File: config.mk
export PLATFORM = sky130hd
export DESIGN_NAME = serLinkHost
export DESIGN_NICKNAME = d
export VERILOG_FILES = /design/src/rtl/serLinkPkg.sv /design/src/rtl/serLinkDatapath.sv /design/src/rtl/serLinkControl.sv /design/src/rtl/serLinkHost.sv
export SDC_FILE = /design/constraint.sdc
export NUM_CORES = 1
export LEC_CHECK = 0
export ABC_CLOCK_PERIOD_IN_PS = 5800
export BUFFER_PORTS_ARGS = -buffer_cell sky130_fd_sc_hd__clkbuf_2
export CORE_UTILIZATION = 40
export CTS_BUF_LIST = sky130_fd_sc_hd__clkbuf_4
export DETAILED_ROUTE_END_ITERATION = 10
export GPL_TIMING_DRIVEN = 0
export HOLD_SLACK_MARGIN = 0.1
export PLACE_DENSITY = 0.57
export SYNTH_ARGS = -nofsm -noshare
export SYNTH_HDL_FRONTEND = slang
export SYNTH_SLANG_ARGS = --single-unit
File: constraint.sdc
create_clock -name clk -period 5.8 [get_ports clk]
set_clock_uncertainty 0.05 [all_clocks]
set_input_delay 1.45 -clock clk [delete_from_list [all_inputs] [get_ports clk]]
set_output_delay 1.45 -clock clk [all_outputs]
set_load 0.02 [all_outputs]
File: src/rtl/serLinkPkg.sv
package serLinkPkg;
  localparam int WORD_W = 24;
  localparam int CNT_W = 8;
  localparam int COMM_W = 8;

  typedef enum logic [1:0] {
    OP_WRITE  = 2'd0,
    OP_READ   = 2'd1,
    OP_POLL   = 2'd2,
    OP_RESYNC = 2'd3
  } cmdOp_e;

  typedef enum logic [1:0] {
    PH_WRITE = 2'd0,
    PH_READ  = 2'd1,
    PH_ONES  = 2'd2
  } phaseKind_e;

  // one phase of a frame as chosen by the control
  typedef struct packed {
    logic              valid;
    phaseKind_e        kind;
    logic [CNT_W-1:0]  bits;
    logic [WORD_W-1:0] txVal;
  } phaseDesc_t;

  // strobes from control to datapath
  typedef struct packed {
    logic              run;
    logic              load;
    phaseKind_e        kind;
    logic [CNT_W-1:0]  bits;
    logic [WORD_W-1:0] txVal;
  } dpCtrl_t;

  function automatic logic [CNT_W-1:0] lenBits(input logic [1:0] code);
    case (code)
      2'd2:    lenBits = CNT_W'(16);
      2'd3:    lenBits = CNT_W'(24);
      default: lenBits = CNT_W'(8);
    endcase
  endfunction
endpackage

File: src/rtl/serLinkDatapath.sv
module serLinkDatapath
  import serLinkPkg::*;
#(
  parameter int DIV = 4
) (
  input  logic              clk,
  input  logic              rstN,
  input  logic              sharedMode,
  input  dpCtrl_t           ctrl,
  input  logic              din,
  output logic              tick,
  output logic              phaseEnd,
  output logic              sclk,
  output logic              dout,
  output logic              doutOe,
  output logic [WORD_W-1:0] rxWord
);
  localparam int DIV_W = (DIV < 2) ? 1 : $clog2(DIV);

  logic [DIV_W-1:0]  halfCnt;
  logic              sclkR, doutR, oeR;
  phaseKind_e        kindR;
  logic [CNT_W-1:0]  bitCnt;
  logic [WORD_W-1:0] txSh, rxSh;
  logic              fallNow, riseNow;

  assign tick     = ctrl.run && (halfCnt == DIV_W'(DIV - 1));
  assign fallNow  = tick && sclkR && (bitCnt != '0);
  assign riseNow  = tick && !sclkR;
  assign phaseEnd = riseNow && (bitCnt == CNT_W'(1));

  always_ff @(posedge clk) begin
    if (!rstN) begin
      halfCnt <= '0;
      sclkR   <= 1'b1;
      doutR   <= 1'b1;
      oeR     <= 1'b0;
      kindR   <= PH_WRITE;
      bitCnt  <= '0;
      txSh    <= '0;
      rxSh    <= '0;
    end else begin
      if (!ctrl.run || tick) halfCnt <= '0;
      else                   halfCnt <= halfCnt + 1'b1;

      if (!ctrl.run) begin
        doutR <= 1'b1;
        oeR   <= !sharedMode;
      end

      if (fallNow) begin
        sclkR <= 1'b0;
        case (kindR)
          PH_WRITE: begin
            doutR <= txSh[WORD_W-1];
            txSh  <= txSh << 1;
            oeR   <= 1'b1;
          end
          PH_READ: begin
            doutR <= 1'b1;
            oeR   <= !sharedMode;
          end
          default: begin
            doutR <= 1'b1;
            oeR   <= 1'b1;
          end
        endcase
      end

      if (riseNow) begin
        sclkR  <= 1'b1;
        bitCnt <= bitCnt - 1'b1;
        if (kindR == PH_READ) rxSh <= {rxSh[WORD_W-2:0], din};
      end

      if (ctrl.load) begin
        kindR  <= ctrl.kind;
        bitCnt <= ctrl.bits;
        txSh   <= ctrl.txVal;
        if (ctrl.kind == PH_READ) rxSh <= '0;
      end
    end
  end

  assign sclk   = sclkR;
  assign dout   = doutR;
  assign doutOe = oeR;
  assign rxWord = rxSh;
endmodule

File: src/rtl/serLinkControl.sv
module serLinkControl
  import serLinkPkg::*;
#(
  parameter int ONES_BITS  = 32,
  parameter int DUMMY_BITS = 24
) (
  input  logic              clk,
  input  logic              rstN,
  input  logic              sharedMode,
  input  logic              useCs,
  input  logic              cmdValid,
  input  logic [1:0]        cmdOp,
  input  logic [1:0]        cmdLen,
  input  logic [COMM_W-1:0] cmdComm,
  input  logic [WORD_W-1:0] cmdWdata,
  input  logic              tick,
  input  logic              phaseEnd,
  input  logic [WORD_W-1:0] rxWord,
  output dpCtrl_t           ctrl,
  output logic              busy,
  output logic              csN,
  output logic              rspValid,
  output logic [WORD_W-1:0] rspData,
  output logic              convReady,
  output logic              reconfigNeeded
);
  typedef enum logic [1:0] {S_IDLE, S_PH0, S_PH1, S_TRAIL} state_e;

  state_e            state;
  cmdOp_e            opR;
  logic [1:0]        lenR;
  logic [COMM_W-1:0] commR;
  logic [WORD_W-1:0] wdataR;
  logic              busyR, csNR, rspValidR, convReadyR, reconfR;
  logic [WORD_W-1:0] rspDataR;
  logic              accept;
  phaseDesc_t        ph0, ph1;

  function automatic phaseDesc_t pickPhase(
    input logic              second,
    input cmdOp_e            op,
    input logic              shared,
    input logic [COMM_W-1:0] comm,
    input logic [1:0]        len,
    input logic [WORD_W-1:0] wdata
  );
    phaseDesc_t p;
    logic [CNT_W-1:0] n;
    n = lenBits(len);
    p = '{valid: 1'b1, kind: PH_WRITE, bits: CNT_W'(COMM_W),
          txVal: {comm, {(WORD_W-COMM_W){1'b0}}}};
    if (op == OP_RESYNC) begin
      if (shared && !second) begin
        p.kind = PH_READ;
        p.bits = CNT_W'(DUMMY_BITS);
      end else if (shared || !second) begin
        p.kind = PH_ONES;
        p.bits = CNT_W'(ONES_BITS);
      end else begin
        p.valid = 1'b0;
      end
      p.txVal = '0;
    end else if (second) begin
      case (op)
        OP_WRITE: begin
          p.kind  = PH_WRITE;
          p.bits  = n;
          p.txVal = wdata << (WORD_W - int'(n));
        end
        OP_READ: begin
          p.kind  = PH_READ;
          p.bits  = n;
          p.txVal = '0;
        end
        default: begin
          p.kind  = PH_READ;
          p.bits  = CNT_W'(8);
          p.txVal = '0;
        end
      endcase
    end
    return p;
  endfunction

  assign accept = (state == S_IDLE) && cmdValid;
  assign ph0 = pickPhase(1'b0, cmdOp_e'(cmdOp), sharedMode, cmdComm, cmdLen, cmdWdata);
  assign ph1 = pickPhase(1'b1, opR, sharedMode, commR, lenR, wdataR);

  always_comb begin
    ctrl.run   = (state != S_IDLE);
    ctrl.load  = accept || ((state == S_PH0) && phaseEnd && ph1.valid);
    ctrl.kind  = accept ? ph0.kind  : ph1.kind;
    ctrl.bits  = accept ? ph0.bits  : ph1.bits;
    ctrl.txVal = accept ? ph0.txVal : ph1.txVal;
  end

  always_ff @(posedge clk) begin
    if (!rstN) begin
      state      <= S_IDLE;
      opR        <= OP_WRITE;
      lenR       <= '0;
      commR      <= '0;
      wdataR     <= '0;
      busyR      <= 1'b0;
      csNR       <= 1'b1;
      rspValidR  <= 1'b0;
      rspDataR   <= '0;
      convReadyR <= 1'b0;
      reconfR    <= 1'b0;
    end else begin
      rspValidR <= 1'b0;
      case (state)
        S_IDLE: begin
          csNR <= useCs;
          if (accept) begin
            opR    <= cmdOp_e'(cmdOp);
            lenR   <= cmdLen;
            commR  <= cmdComm;
            wdataR <= cmdWdata;
            busyR  <= 1'b1;
            csNR   <= 1'b0;
            state  <= S_PH0;
            if (cmdOp_e'(cmdOp) == OP_WRITE) reconfR <= 1'b0;
          end
        end
        S_PH0: if (phaseEnd) state <= ph1.valid ? S_PH1 : S_TRAIL;
        S_PH1: if (phaseEnd) state <= S_TRAIL;
        default: begin
          if (tick) begin
            state     <= S_IDLE;
            busyR     <= 1'b0;
            rspValidR <= 1'b1;
            csNR      <= useCs;
            if (opR == OP_READ || opR == OP_POLL) rspDataR <= rxWord;
            if (opR == OP_POLL) convReadyR <= !rxWord[7];
            if (opR == OP_RESYNC) reconfR <= 1'b1;
          end
        end
      endcase
    end
  end

  assign busy           = busyR;
  assign csN            = csNR;
  assign rspValid       = rspValidR;
  assign rspData        = rspDataR;
  assign convReady      = convReadyR;
  assign reconfigNeeded = reconfR;
endmodule

File: src/rtl/serLinkHost.sv
module serLinkHost #(
  parameter int DIV        = 4,
  parameter int ONES_BITS  = 32,
  parameter int DUMMY_BITS = 24
) (
  input  logic        clk,
  input  logic        rstN,
  input  logic        sharedMode,
  input  logic        useCs,
  input  logic        cmdValid,
  input  logic [1:0]  cmdOp,
  input  logic [1:0]  cmdLen,
  input  logic [7:0]  cmdComm,
  input  logic [23:0] cmdWdata,
  output logic        busy,
  output logic        rspValid,
  output logic [23:0] rspData,
  output logic        convReady,
  output logic        reconfigNeeded,
  output logic        sclk,
  output logic        csN,
  output logic        dout,
  output logic        doutOe,
  input  logic        din
);
  serLinkPkg::dpCtrl_t ctrl;
  logic tick, phaseEnd;
  logic [serLinkPkg::WORD_W-1:0] rxWord;

  serLinkControl #(.ONES_BITS(ONES_BITS), .DUMMY_BITS(DUMMY_BITS)) ctl (
    .clk(clk), .rstN(rstN), .sharedMode(sharedMode), .useCs(useCs),
    .cmdValid(cmdValid), .cmdOp(cmdOp), .cmdLen(cmdLen), .cmdComm(cmdComm),
    .cmdWdata(cmdWdata), .tick(tick), .phaseEnd(phaseEnd), .rxWord(rxWord),
    .ctrl(ctrl), .busy(busy), .csN(csN), .rspValid(rspValid),
    .rspData(rspData), .convReady(convReady), .reconfigNeeded(reconfigNeeded)
  );

  serLinkDatapath #(.DIV(DIV)) dp (
    .clk(clk), .rstN(rstN), .sharedMode(sharedMode), .ctrl(ctrl), .din(din),
    .tick(tick), .phaseEnd(phaseEnd), .sclk(sclk), .dout(dout),
    .doutOe(doutOe), .rxWord(rxWord)
  );
endmodule

==> results of run 1 <==
[stage by stage]
| step | cell area, um^2 | hold slack, ns |
|---|---|---|
| CTS | 6070 | 0.397 |
| detailed placement | 5820 | 0.380 |
| global route | 6070 | 0.416 |
| floorplan | 5240 | 0.357 |
| global placement | 5820 | 0.372 |
| finish | 6070 | 0.389 |
[power groups by stage]
stage / clock [uW] / combinational (uW) / sequential (uW)
2_1_floorplan: 0 / 369 / 1010
3_3_place_gp: 0 / 517 / 1020
3_5_place_dp: 0 / 522 / 1020
4_1_cts: 573 / 524 / 1000
5_1_grt: 612 / 589 / 1020
6_report: 555 / 527 / 1000
[synth_stat cells (all sizes together) (2+ instances only)]
| cell type | n | area share, % |
|---|---|---|
| nand2 | 194 | 14 |
| dfxtp | 122 | 47 |
| a21oi | 108 | 10 |
| clkbuf | 36 | 2.6 |
| nor2 | 25 | 1.9 |
| o21ai | 16 | 1.5 |
| inv | 13 | 0.93 |
| mux2i | 13 | 2.5 |
| nor3 | 12 | 1.1 |
| ha | 11 | 2.6 |
| nand3 | 8 | 0.76 |
| a311oi | 7 | 1.2 |
| a31oi | 6 | 0.72 |
| buf | 6 | 0.53 |
| a22oi | 5 | 0.72 |
| and3 | 5 | 0.60 |
| a211oi | 4 | 0.81 |
| a21o | 4 | 0.57 |
| a221oi | 4 | 0.67 |
| a2bb2oi | 4 | 0.67 |
| nor3b | 4 | 0.76 |
| xor2 | 4 | 0.67 |
| nand2b | 3 | 0.36 |
| nand3b | 3 | 0.43 |
| nor2b | 3 | 0.36 |
| nor4 | 3 | 0.36 |
| o221a | 3 | 0.64 |
| o22ai | 3 | 0.36 |
| o31ai | 3 | 0.43 |
| or2 | 3 | 0.36 |
| or4 | 3 | 0.50 |
| nand4 | 2 | 0.24 |
| o311a | 2 | 0.60 |
[per-layer routing]
metal	GRT usage, %	vias to the layer above
met3	5.55	16
li1	-	2441
met2	35.3	115
met5	0	-
met1	30.9	2286
met4	8.55	0
[state kept, by name, indices dropped and copies added (netlist names), 2 cells and up]
| register | count |
|---|---|
| ctl.rspData | 24 |
| ctl.wdataR | 24 |
| dp.rxWord | 24 |
| dp.txSh | 24 |
| dp.bitCnt | 8 |
| ctl.lenR | 2 |
| ctl.opR | 2 |
| ctl.state | 2 |
| dp.halfCnt | 2 |
| dp.kindR | 2 |
[cell usage in the layout, fill, tap and decap left out, types with 13 or more instances in the layout]
master      n
mux2i_1    13
dfxtp_1   122
a21oi_1   108
clkbuf_4   19
clkbuf_2   72
o21ai_0    14
nand2_1   194
nor2_1     24
clkbuf_1   36
[worst min-delay path by stage]
stage,start,to,depth (start not counted)
after floorplan,dp.halfCnt[0],dp.halfCnt[0],1
after global placement,dp.halfCnt[0],dp.halfCnt[0],1
after detailed placement,dp.halfCnt[0],dp.halfCnt[0],1
after CTS,dp.halfCnt[0],dp.halfCnt[0],1
after global routing,dp.halfCnt[0],dp.halfCnt[0],1
final,dp.halfCnt[0],dp.halfCnt[0],1
[cell type report]
class / count / share of cell area, %
clock inverters: 12 / 1.77
clock buffers: 19 / 2.35
repair buffers: 72 / 5.94
well taps: 172 / 3.55
inverters: 13 / 0.804
flip-flops and latches: 122 / 40.3
plain buffers: 42 / 2.68
multi-input cells: 479 / 42.6
[logic make-up after synthesis]
kind of cell / count (synthesis) / share of synthesized area [%]
mux: 13 / 2.48
buf+inv: 55 / 4.04
simple gates: 273 / 22.6
flops: 122 / 46.6
xor+xnor: 5 / 0.836
fa+ha+maj: 11 / 2.63
compound gates: 177 / 20.8
==> impl_metrics.toml, run 1 <==
[run_status]
status = "finished clean"

[synth]
ys_seq_elements = 122
synth-main-ff-cell = "dfxtp_1"
syn-cell-area_mm2 = 0.00524
syn_avg_cell_area_um2 = 7.99
synth_warnings = 0
synthesis.instances = 656
synth_edf_count = 0
synth_nets = 709
async_flop_share_pct = 0
seq_area_frac_synth_pct = 46.6
synth_cell_types = 55

[pwr]
leakage_uw = 0.00221
total_power_uw = 2090
powerDensity_mw_per_mm2 = 344
p_clk_share_pct = 26.6
p_int_uw = 1380
swShare_pct = 34.0
seqPwrFrac_pct = 48.1
switchingPower_uw = 710
p_comb_share_pct = 25.2
vdd.ir_drop.worst_uv = 143

[cts]
post_cts_resized = 0
cts_hold_buffers = 0
clock_sinks = 122
clk_pin_slew_ns = 0.11
cts_tree = "built"
postCtsSetupRepairBufs = 0
cts_buffer_depth = 2
cts-root-buf = "clkbuf_4"
clock_latency_ns = 0.54
numCtsBuffers = 17
cts_max_level = 4

[timing]
setup_viol = 0
finalMaxSlewViolations = 0
rsz0062_at_grt = "no"
relSlewSlack_pct = 47.9
fin_ws_ns = 2.77
final-hold-violation-count = 0
max_freq_mhz = 330
worstMarginPinSlew_ns = 0.778
final.setup.tns_ns = 0
period_share_pct = 52.2
min_period_ns = 3.03

[grt]
grt_pass1_wl_um = 23300
grt_antenna_before_repair = 0
grt-ovfl-total = 0
grt_pass1_vias = 4542
track_usage_pct = 22.9
grt_max_degree = 17

[drt]
wirelength_met1_um = 6990
viasPerCell = 5.22
drc = 0
num_vias = 4858
wl_met2_um = 6400
wl_met3_um = 682
ant_nets = 0
wl_per_cell_um = 15.3
routed.top_layer = "met4"
drt_iter0_markers = 304
firstDrtPassIters = 4
routed_wl_um = 14300

[placement]
gp_congestion = 0.836
portBuffers = 72
place_ws_ns = 2.25
dpl.hpwl_um = 10500
place_inst = 900

[final_layout]
nNetsFinal = 800
layout-drive-gt1-share_pct = 15.5
antenna_cells = 0
instances_no_fill = 931
multi_input_area_mm2 = 0.00259
seqCellArea_mm2 = 0.00244
area_growth_pct = 15.8
utilization_pct = 47.9
nFillCells = 1328

[hold_path]
hp-class = "flop to flop"

[critical_path]
critPathLaunchType = "input port"
crit_start = "sharedMode"
cpPeakStageDelay_ns = 0.39
path_depth = 8
cp-end-kind = "flop"
path_common_cell = "a21oi_1"
crit_type = "input port to flop"
cpMaxStageDelayCell = "buf_1"
crit_family = "buffers and inverters"
ff2ff_setup_slack_ns = 2.95
crit_buf_inv = 3
crit_fanout = 10
timing.rr.end = "dp.txSh[4]"
arrival_ns = 3.42
required_ns = 6.19
reg2reg_depth = 9
reg2reg_from = "ctl.opR[1]"
cp-endpoint = "dp.txSh[4]"
worstPathCellList = "clkbuf_2 > nand2b_1 > and3_1 > a21oi_1 > buf_2 > buf_1 > a21oi_1 > a311oi_1"

[floorplanning]
die_h_um = 116
dieArea_mm2 = 0.0136
initial_utilization_pct = 41.4
io_pins = 74
rows = 41
coreArea_mm2 = 0.0127
die_x_um = 116

[job]
max_cap_viol_count = 0
Note: power is estimated with default switching activity, not from simulation.
==> inputs of run 2 (changes only) <==
Settings changed: ABC_CLOCK_PERIOD_IN_PS 5800 to 2900.
Clock period 5.8 ns to 2.9 ns, I/O delays scaled along.
==> run 2 against run 1 <==
Non-clock buffer count up 1; die area unchanged; combinational power up 100%; routed wire length up 0.35%; via count up 0.19%; sequential share of layout area down 0.16 points; first-iteration DRC count down 0.33%; worst setup slack worse by 2.5 ns; power up 100%; largest cell class unchanged; highest routed layer unchanged.
==> impl_metrics.toml, run 2 (synthesis gave the netlist of run 1 again) <==
[timing]
setup_viol = 0
relSlewSlack_pct = 53.0
worstMarginPinSlew_ns = 0.705
final.setup.tns_ns = 0
rsz0062_at_grt = "no"
min_period_ns = 2.67
period_share_pct = 92.1
finalMaxSlewViolations = 0
max_freq_mhz = 374
final-hold-violation-count = 0
fin_ws_ns = 0.228

[critical_path]
ff2ff_setup_slack_ns = 0.23
crit_family = "simple AND/OR/NAND/NOR gates"
crit_type = "flop to flop"
crit_buf_inv = 2
path_common_cell = "a21oi_1"
cp-end-kind = "flop"
cpMaxStageDelayCell = "or3b_2"
arrival_ns = 3.04
required_ns = 3.27
worstPathCellList = "inv_1 > ha_1 > or3b_2 > nor2_4 > a21oi_1 > o21ai_1 > buf_2 > a21oi_1"
cpPeakStageDelay_ns = 0.54
crit_fanout = 10
critPathLaunchType = "flop"

[drt]
routed_wl_um = 14300
num_vias = 4867
drc = 0
wl_per_cell_um = 15.4
firstDrtPassIters = 4
drt_iter0_markers = 303
viasPerCell = 5.22
ant_nets = 0

[floorplanning]
dieArea_mm2 = 0.0136
coreArea_mm2 = 0.0127
rows = 41
io_pins = 74
die_x_um = 116
initial_utilization_pct = 41.4
die_h_um = 116

[pwr]
powerDensity_mw_per_mm2 = 690
seqPwrFrac_pct = 47.8
switchingPower_uw = 1430
total_power_uw = 4200
p_comb_share_pct = 25.7
leakage_uw = 0.00222
p_int_uw = 2770
swShare_pct = 34.0
vdd.ir_drop.worst_uv = 287
p_clk_share_pct = 26.5

[placement]
gp_congestion = 0.836
dpl.hpwl_um = 10500
place_ws_ns = 0.0764
portBuffers = 72

[cts]
cts_max_level = 4
clock_latency_ns = 0.54
clk_pin_slew_ns = 0.10
cts_buffer_depth = 2
cts-root-buf = "clkbuf_4"
numCtsBuffers = 17
clock_sinks = 122
cts_tree = "built"
cts_hold_buffers = 0

[grt]
track_usage_pct = 22.9
grt_antenna_before_repair = 0
grt-ovfl-total = 0
grt_pass1_wl_um = 23300
grt_pass1_vias = 4542
grt_max_degree = 17

[job]
max_cap_viol_count = 0

[final_layout]
nFillCells = 1323
mostFrequentLayoutCell = "nand2_1"
nNetsFinal = 801
antenna_cells = 0
utilization_pct = 48.1
layout-drive-gt1-share_pct = 16.2
final_cell_mix = "nand2_1, dfxtp_1, a21oi_1"
area_growth_pct = 16.2

[run_status]
status = "finished clean"

[hold_path]
hp-class = "input port to flop"
run 2: power groups by stage:
stage / Clock (uW) / Combinational [uW] / Sequential, uW
2_1_floorplan: 0 / 738 / 2020
3_3_place_gp: 0 / 1030 / 2040
3_5_place_dp: 0 / 1040 / 2040
4_1_cts: 1150 / 1050 / 2010
5_1_grt: 1220 / 1210 / 2030
6_report: 1110 / 1080 / 2010
run 2: layout make-up:
cell class | count | area (um^2) | area share [%]
multi-input cells | 479 | 2600 | 42.6
flip-flops and latches | 122 | 2440 | 40.1
repair buffers | 74 | 375 | 6.16
well taps | 172 | 215 | 3.53
plain buffers | 41 | 161 | 2.65
clock buffers | 19 | 143 | 2.34
clock inverters | 12 | 108 | 1.77
inverters | 13 | 48.8 | 0.801
run 2: timing repair:
item / in CTS / in global routing
buffers inserted: 0 / 2
resized for setup: 0 / 4
endpoints found under the setup margin: 0 / 16
run 2: tightest hold or removal path: cells and delay by family:
kind                   cells  cell delay (ns)
and+or+nand+nor            1             0.04
buffers and inverters      1             0.08
AOI/OAI and AO/OA          1             0.05
run 2: final timing paths:
check | startpoint | endpoint | cells past startpoint
max reg2reg | ctl.state[0] | dp.rxWord[14] | 8
min reg2reg | dp.halfCnt[0] | dp.halfCnt[0] | 1
max | ctl.state[0] | dp.rxWord[14] | 8
min | cmdWdata[21] | ctl.wdataR[21] | 3
run 2: per-stage QoR:
step	hold WS (ns)	cells	cell area (um^2)
2_1_floorplan	0.357	656	5240
3_3_place_gp	0.372	900	5820
3_5_place_dp	0.380	900	5820
4_1_cts	0.301	931	6070
5_1_grt	0.308	932	6090
6_report	0.354	932	6090
run 2: layer usage:
metal	vias to the layer above	track usage [%]	share of wire, %
met1	2268	30.9	48
met4	0	8.55	1.7
met2	131	35.3	45
met3	20	5.55	5.1
met5	-	0	0
li1	2448	-	-
